==> src/rtl/split_read_counter_pkg.sv <==
package split_read_counter_pkg;

  // kind of read access seen by the read path in a given cycle
  typedef enum logic [1:0] {
    RD_NONE = 2'd0,
    RD_LO   = 2'd1,
    RD_HI   = 2'd2,
    RD_WORD = 2'd3
  } rd_kind_e;

endpackage

==> src/rtl/src_decode.sv <==
module src_decode
  import split_read_counter_pkg::*;
#(
  parameter int ADDR_W    = 4,
  parameter int BASE_ADDR = 0
) (
  input  logic              req_i,
  input  logic              we_i,
  input  logic              word_i,
  input  logic [ADDR_W-1:0] addr_i,
  output rd_kind_e          rd_kind_o,
  output logic              clr_o
);

  localparam logic [ADDR_W-1:0] LO_ADDR = ADDR_W'(BASE_ADDR);
  localparam logic [ADDR_W-1:0] HI_ADDR = ADDR_W'(BASE_ADDR + 1);

  logic hit_lo, hit_hi;

  always_comb begin
    hit_lo = req_i && (addr_i == LO_ADDR);
    hit_hi = req_i && (addr_i == HI_ADDR) && !word_i;
    clr_o  = (hit_lo || hit_hi) && we_i;
    rd_kind_o = RD_NONE;
    if (!we_i) begin
      if (hit_lo)      rd_kind_o = word_i ? RD_WORD : RD_LO;
      else if (hit_hi) rd_kind_o = RD_HI;
    end
  end

endmodule

==> src/rtl/src_core.sv <==
module src_core #(
  parameter int CNT_W = 16
) (
  input  logic             clk,
  input  logic             rst,
  input  logic             clr_i,
  input  logic             inc_i,
  output logic [CNT_W-1:0] cnt_o,
  output logic             ovf_o
);

  localparam logic [CNT_W-1:0] ALL_ONES = {CNT_W{1'b1}};

  logic [CNT_W-1:0] cnt_q;
  logic             ovf_q;

  always_ff @(posedge clk) begin
    if (rst) begin
      cnt_q <= '0;
      ovf_q <= 1'b0;
    end else begin
      ovf_q <= inc_i && !clr_i && (cnt_q == ALL_ONES);
      if (clr_i)      cnt_q <= '0;
      else if (inc_i) cnt_q <= cnt_q + 1'b1;
    end
  end

  assign cnt_o = cnt_q;
  assign ovf_o = ovf_q;


  inc_step_chk: assert property (@(posedge clk) disable iff (rst)
    (inc_i && !clr_i) |=> (cnt_q == CNT_W'($past(cnt_q) + 1'b1)));


  hold_chk: assert property (@(posedge clk) disable iff (rst)
    (!inc_i && !clr_i) |=> $stable(cnt_q));


  clr_wins_chk: assert property (@(posedge clk) disable iff (rst)
    clr_i |=> (cnt_q == '0 && !ovf_q));


  ovf_zero_chk: assert property (@(posedge clk) disable iff (rst)
    ovf_q |-> (cnt_q == '0));


  ovf_single_chk: assert property (@(posedge clk) disable iff (rst)
    ovf_q |=> !ovf_q);

endmodule

==> src/rtl/src_rdpath.sv <==
module src_rdpath
  import split_read_counter_pkg::*;
#(
  parameter int BYTE_W = 8
) (
  input  logic                clk,
  input  logic                rst,
  input  rd_kind_e            rd_kind_i,
  input  logic [2*BYTE_W-1:0] cnt_i,
  output logic [2*BYTE_W-1:0] rdata_o,
  output logic                rvalid_o
);

  localparam int LANES = 2;

  logic [BYTE_W-1:0]         shadow_q;
  logic [2*BYTE_W-1:0]       rdata_d;
  logic [2*BYTE_W-1:0]       rdata_q;
  logic                      rvalid_q;
  logic                      capture;

  assign capture = (rd_kind_i == RD_LO) || (rd_kind_i == RD_WORD);

  // one mux per byte lane of the returned word
  for (genvar g = 0; g < LANES; g++) begin : g_lane
    if (g == 0) begin : g_low
      always_comb begin
        case (rd_kind_i)
          RD_LO, RD_WORD: rdata_d[BYTE_W-1:0] = cnt_i[BYTE_W-1:0];
          RD_HI:          rdata_d[BYTE_W-1:0] = shadow_q;
          default:        rdata_d[BYTE_W-1:0] = '0;
        endcase
      end
    end else begin : g_high
      always_comb begin
        if (rd_kind_i == RD_WORD) rdata_d[2*BYTE_W-1:BYTE_W] = cnt_i[2*BYTE_W-1:BYTE_W];
        else                      rdata_d[2*BYTE_W-1:BYTE_W] = '0;
      end
    end
  end

  always_ff @(posedge clk) begin
    if (rst) begin
      shadow_q <= '0;
      rdata_q  <= '0;
      rvalid_q <= 1'b0;
    end else begin
      rvalid_q <= (rd_kind_i != RD_NONE);
      if (rd_kind_i != RD_NONE) rdata_q <= rdata_d;
      if (capture) shadow_q <= cnt_i[2*BYTE_W-1:BYTE_W];
    end
  end

  assign rdata_o  = rdata_q;
  assign rvalid_o = rvalid_q;


  shadow_keep_chk: assert property (@(posedge clk) disable iff (rst)
    !capture |=> $stable(shadow_q));


  byte_upper_zero_chk: assert property (@(posedge clk) disable iff (rst)
    (rd_kind_i == RD_LO || rd_kind_i == RD_HI) |=> (rdata_q[2*BYTE_W-1:BYTE_W] == '0));


  word_live_chk: assert property (@(posedge clk) disable iff (rst)
    (rd_kind_i == RD_WORD) |=> (rdata_q == $past(cnt_i)));

endmodule

==> src/rtl/split_read_counter.sv <==
module split_read_counter
  import split_read_counter_pkg::*;
#(
  parameter int BYTE_W    = 8,
  parameter int ADDR_W    = 4,
  parameter int BASE_ADDR = 0
) (
  input  logic                clk,
  input  logic                rst,
  input  logic                run_i,
  input  logic                trig_en_i,
  input  logic                stat_i,
  input  logic                cnt_tick_i,
  input  logic                bus_req_i,
  input  logic                bus_we_i,
  input  logic                bus_word_i,
  input  logic [ADDR_W-1:0]   bus_addr_i,
  input  logic [2*BYTE_W-1:0] bus_wdata_i,
  output logic [2*BYTE_W-1:0] bus_rdata_o,
  output logic                bus_rvalid_o,
  output logic                ovf_o,
  output logic                wr_run_flag_o
);

  localparam int CNT_W = 2 * BYTE_W;
  localparam logic [ADDR_W-1:0] HI_ADDR = ADDR_W'(BASE_ADDR + 1);

  rd_kind_e          rd_kind;
  logic              clr;
  logic              inc;
  logic [CNT_W-1:0]  cnt;
  logic              flag_q;
  logic              active;
  logic              unused_wdata;

  assign unused_wdata = ^bus_wdata_i;
  assign inc    = run_i && cnt_tick_i;
  assign active = run_i || trig_en_i || stat_i;

  src_decode #(.ADDR_W(ADDR_W), .BASE_ADDR(BASE_ADDR)) u_dec (
    .req_i     (bus_req_i),
    .we_i      (bus_we_i),
    .word_i    (bus_word_i),
    .addr_i    (bus_addr_i),
    .rd_kind_o (rd_kind),
    .clr_o     (clr)
  );

  src_core #(.CNT_W(CNT_W)) u_core (
    .clk   (clk),
    .rst   (rst),
    .clr_i (clr),
    .inc_i (inc),
    .cnt_o (cnt),
    .ovf_o (ovf_o)
  );

  src_rdpath #(.BYTE_W(BYTE_W)) u_rd (
    .clk       (clk),
    .rst       (rst),
    .rd_kind_i (rd_kind),
    .cnt_i     (cnt),
    .rdata_o   (bus_rdata_o),
    .rvalid_o  (bus_rvalid_o)
  );

  always_ff @(posedge clk) begin
    if (rst)                flag_q <= 1'b0;
    else if (clr && active) flag_q <= 1'b1;
  end

  assign wr_run_flag_o = flag_q;


  flag_sticky_chk: assert property (@(posedge clk) disable iff (rst)
    wr_run_flag_o |=> wr_run_flag_o);


  flag_set_chk: assert property (@(posedge clk) disable iff (rst)
    (bus_req_i && bus_we_i && active && rd_kind == RD_NONE && clr) |=> wr_run_flag_o);


  hi_word_ignored_chk: assert property (@(posedge clk) disable iff (rst)
    (bus_req_i && bus_word_i && bus_addr_i == HI_ADDR) |=> !bus_rvalid_o);


  rvalid_needs_req_chk: assert property (@(posedge clk) disable iff (rst)
    bus_rvalid_o |-> $past(bus_req_i && !bus_we_i));

endmodule

==> config.mk <==
export PLATFORM = sky130hd
export DESIGN_NAME = split_read_counter
export DESIGN_NICKNAME = d
export VERILOG_FILES = /design/src/rtl/split_read_counter_pkg.sv /design/src/rtl/src_decode.sv /design/src/rtl/src_core.sv /design/src/rtl/src_rdpath.sv /design/src/rtl/split_read_counter.sv
export SDC_FILE = /design/constraint.sdc
export NUM_CORES = 1
export LEC_CHECK = 0
export ABC_AREA = 1
export BUFFER_PORTS_ARGS = -buffer_cell sky130_fd_sc_hd__clkbuf_2
export CAP_MARGIN = 20
export CORE_MARGIN = 4
export CORE_UTILIZATION = 30
export CTS_CLUSTER_DIAMETER = 150
export CTS_CLUSTER_SIZE = 24
export DETAILED_ROUTE_END_ITERATION = 6
export PLACE_DENSITY_LB_ADDON = 0.25
export SLEW_MARGIN = 20
export SYNTH_ARGS = -nofsm -noshare
export SYNTH_HDL_FRONTEND = slang
export SYNTH_SLANG_ARGS = --single-unit
==> constraint.sdc <==
create_clock -name clk -period 2.2 [get_ports clk]
set_clock_uncertainty 0.1 [all_clocks]
set_input_delay 0.44 -clock clk [delete_from_list [all_inputs] [get_ports clk]]
set_output_delay 0.44 -clock clk [all_outputs]
set_load 0.1 [all_outputs]
Word-level counts from Yosys, hierarchy flattened
Cells that the tools add are included.
{ "op_classes": {"add_sub_neg": 1, "n_eq_ne": 5, "muxes": 6, "reduce_logical": 18} }
{ "op_table": {"columns": ["operator", "count"], "rows": [
  ["$add 16x1->16 const B", 1],
  ["$eq 16x16->1 const B", 1],
  ["$pmux 8 s2", 1],
  ["$logic_and 1x1->1", 8],
  ["$mux 2", 4],
  ["$mux 8", 1],
  ["$eq 2x2->1 const B", 2],
  ["$eq 4x1->1 const B", 1],
  ["$logic_not 4->1", 1],
  ["$logic_or 1x1->1", 4],
  ["$reduce_or 2->1", 2],
  ["$eq 2x1->1 const B", 1],
  ["$logic_not 1->1", 2],
  ["$reduce_bool 2->1", 1]
]} }
{ "totals": {"reg_bits": 43, "in_bits": 29} }

Logic depth before layout (Yosys ltp)
{ "logic_depth": {"depth_word": 9, "mapped_depth": 10, "ltp_nobuf": 9} }

By module
A second synthesis with hierarchy kept.
{ "hier_totals": {"cells_unflattened": 288, "hier_area_um2": 2014.4} }
{ "by_module_without_submodules": {"columns": ["module", "instances", "cells_per_inst", "area_per_inst_um2", "seq_area_each_um2"], "rows": [
  ["src_rdpath", 1, 134, 1008.5, 500.5],
  ["src_core", 1, 129, 880.8, 340.3],
  ["src_decode", 1, 16, 70.1, 0.0],
  ["split_read_counter", 1, 9, 55.1, 20.0]
]} }

Least setup slack after synthesis
No wires, ideal clock.
{ "synth_path": {"path_kind": "input -> register", "startpoint": "in bus_req_i", "endpoint": "reg u_rd.rdata_q[7], in the netlist u_rd.rdata_o[7]", "setup_ps": 128, "arrival_ps": 1260, "required_ps": 1972, "path_slack_ps": 713, "cell_stages": 10, "cell_sequence": "inv_1 nor2_4 nand2_2 nor2_4 nand2_4 buf_6 nand2_1 nand2_1 nor2_1 nor2_1"} }
{ "synth_between": {"elab_chain_cells": 8, "elab_cells_between_ends": 12, "classes_between": "3 x eq/ne; 4 x mux; 5 x reduce/logical"} }
{ "synth_lines": {"columns": ["element", "line", "source"], "rows": [
  ["from (decl)", "split_read_counter.sv:14", "input logic bus_req_i,"],
  ["$logic_and 1x1->1 (2 in series)", "src_decode.sv:22", "hit_hi = req_i && (addr_i == HI_ADDR) && !word_i;"],
  ["$mux 2", "src_decode.sv:27", "else if (hit_hi) rd_kind_o = RD_HI;"],
  ["$mux 2 (*)", "src_decode.sv:26", "if (hit_lo) rd_kind_o = word_i ? RD_WORD : RD_LO;"],
  ["$mux 2 (*)", "src_decode.sv:25", "if (!we_i) begin"],
  ["$eq 2x2->1 / $eq 2x1->1 (equally long branches)", "src_rdpath.sv:28", "case (rd_kind_i)"],
  ["$reduce_or 2->1", "src_rdpath.sv:28", null],
  ["$pmux 8 s2", "src_rdpath.sv:28", null],
  ["to (signal assigned)", "src_rdpath.sv:49", "if (rd_kind_i != RD_NONE) rdata_q <= rdata_d;"],
  ["to (decl)", "src_rdpath.sv:18", "logic [2*BYTE_W-1:0] rdata_q;"]
]} }
Every way passes the cells marked *; elsewhere a longest branch is shown, timed or not.
A chain may end at the register's enable or synchronous reset.

Final worst setup path
{ "layout_path": {"startpoint": "reg u_rd.rdata_q[7], in the netlist u_rd.rdata_o[7]", "endpoint": "out bus_rdata_o[7]"} }
{ "layout_lines": {"columns": ["element", "line", "source"], "rows": [
  ["to (decl)", "split_read_counter.sv:19", "output logic [2*BYTE_W-1:0] bus_rdata_o,"]
]} }
No word-level cell between the ends.

==> qor.csv <==
metric,value,unit
chipWidth,88.9,um
nets,336,
gp_congestion,0.770,
clkSinkCount,43,
area_growth_syn_to_layout,15.7,%
rsz0062_at_grt,false,
required,1.66,ns
grt_pass1_vias,1572,
track_usage,0.119,
crit_path_end_kind,primary output,
maxCapViolCount,0,
drt_iter0_drc,76,
crit_slowest_cell,clkbuf_2,
clock_path_buffers,2,
max_slew_margin,0.639,
grt_pass1_wl,7360,um
ctsResizeCount,0,
h-tree-depth,2,
postCtsSetupRepairBufs,0,
grt_overflow,0,
cts_tree,built,
fmax,602,MHz
setup_tns,0,ns
rows,29,
clockRootBuffer,clkbuf_8,
wire_per_inst,11.6,um
die_y,88.9,um
synth_top_cell_by_area,dfxtp_1,
ys.warnings.count,0,
clk_pin_slew_worst_paths,0.08,ns
initial_core_util,0.310,
peakVddDrop,0.253,mV
synth_cell_types,27,
drc,0,
p_leak,0.923,nW
startpoint_type,flop,
critPathMaxFanout,2,
power_density,634,mW/mm^2
synth_seq_cells,43,
worst_pin_slew,0.543,ns
n_fill_cell,693,
antenna_found_initial,0,
outcome,finished clean,
num_antenna_cells,0,
yosysSeqAreaShare,0.438,
syn-instance-count,274,
drv_slew,0,
synth_nets,304,
setup_viol,0,
syn_area,0.00197,sq mm
path_cells,clkbuf_2,
regArea,861,sq um
hold_buffers,0,
syn_area_per_cell,7.17,sq um
portBuffers,31,
path_class,flop to primary output,
synth_area_leaders,"dfxtp_1 (44%), nand2_1 (15%), nor2_1 (9.0%)",
slowest_delay,0.47,ns
crit_arrival,1.12,ns
vias_per_cell,4.54,
power.total,1.44,mW
numCtsBuffers,5,
die_area,0.00791,sq mm
insertion_delay,0.29,ns
hold_violations,0,
final.min_clock_period,1.66,ns
num_vias,1738,
synth_top_area_share,0.438,
coreArea,0.00635,sq mm
critPathTopFamily,buffers and inverters,
ant_nets,0,
multi_input_area,953,sq um
grt_max_degree,27,
drive_gt1_frac,0.180,
io_pins,48,
fin_crit_sh,0.755,
dr.pass1.iters,4,
drt-total-wl,4460,um
hold_class,flop to flop,
dp_hpwl,3290,um
crit_buf_inv,1,
## cell usage in the layout (no fill, tap or decap)
master and n:
nand3b_1 2, xnor2_1 1, inv_4 2, inv_1 23, clkbuf_2 31, nand3_1 6, o21ai_0 2, nor3b_2 1
nor2_1 47, nand2_4 1, or2_0 1, nand4_1 13, nand4_4 1, nor2_4 4, nand2_1 80, nor3_1 4
nor2_2 3, bufinv_16 1, buf_4 1, clkbuf_8 5, a21oi_1 24, nand2_2 2, nand3_2 2, or2_2 1
ha_1 1, dfxtp_1 43, nor3b_1 1, clkbuf_1 1, xor2_1 2
## final timing paths
check | startpoint | end | slack, ns | cells past startpoint
hold / removal | u_rd.rdata_o[10] | u_rd.rdata_o[10] | 0.37 | 2
setup / recovery | u_rd.rdata_o[7] | bus_rdata_o[7] | 0.54 | 1
setup reg to reg | u_core.cnt_o[0] | u_core.cnt_o[8] | 0.64 | 7
hold reg to reg | u_rd.rdata_o[10] | u_rd.rdata_o[10] | 0.37 | 2
## cell type report
class | count | share of cell area
Inverter | 25 | 0.0435
Tap cell | 77 | 0.0424
Clock buffer | 6 | 0.0319
Sequential cell | 43 | 0.378
Clock inverter | 1 | 0.0132
Multi-Input combinational cell | 199 | 0.419
Timing Repair Buffer | 32 | 0.0715
## state kept, by name (all words and copies together) (netlist names)
signal,cells
wr_run_flag_o,1
u_rd.shadow_q,8
u_rd.rvalid_o,1
u_rd.rdata_o,16
u_core.ovf_o,1
u_core.cnt_o,16
## per-stage QoR
step,hold WS (ns),utilization,instances,cell area [sq um],worst slack (ns)
2_1_floorplan,0.353,-,274,1970,0.713
6_report,0.368,0.358,383,2270,0.540
3_5_place_dp,0.359,0.342,376,2170,0.347
5_1_grt,0.391,0.358,383,2270,0.502
4_1_cts,0.373,0.358,383,2270,0.519
3_3_place_gp,0.352,0.342,376,2170,0.364
## per-layer routing
metal | GRT usage | vias up | wire length (um)
li1 | - | 930 | -
met1 | 0.152 | 783 | 2130
met2 | 0.204 | 21 | 2150
met3 | 0.0221 | 4 | 130
met4 | 0.0325 | 0 | 48
met5 | 0 | - | 0
## cells in the mapped netlist (all sizes together)
cell and instances:
nor3b 2, buf 4, nand2 83, ha 1
clkbuf 3, xnor2 1, nand4 14, dfxtp 43
o21ai 2, nand3 8, nor3 4, or2 2
nand3b 2, xor2 2, nor2 54, inv 25
a21oi 24
## logic make-up after synthesis
logic type | after synthesis | synth area share
AND/OR/NAND/NOR | 169 | 0.399
buffers and inverters | 32 | 0.0770
AO/OA/AOI/OAI | 26 | 0.0662
adder cells (fa/ha/maj) | 1 | 0.00636
XOR/XNOR | 3 | 0.0134
flip-flops | 43 | 0.438
## report_power, final
group	switching, mW	internal (mW)
combinational	0.0466	0.0183
clock	0.261	0.333
sequential	0.00299	0.780
total	0.311	1.13
No activity file was read; power rests on OpenSTA's default activity.
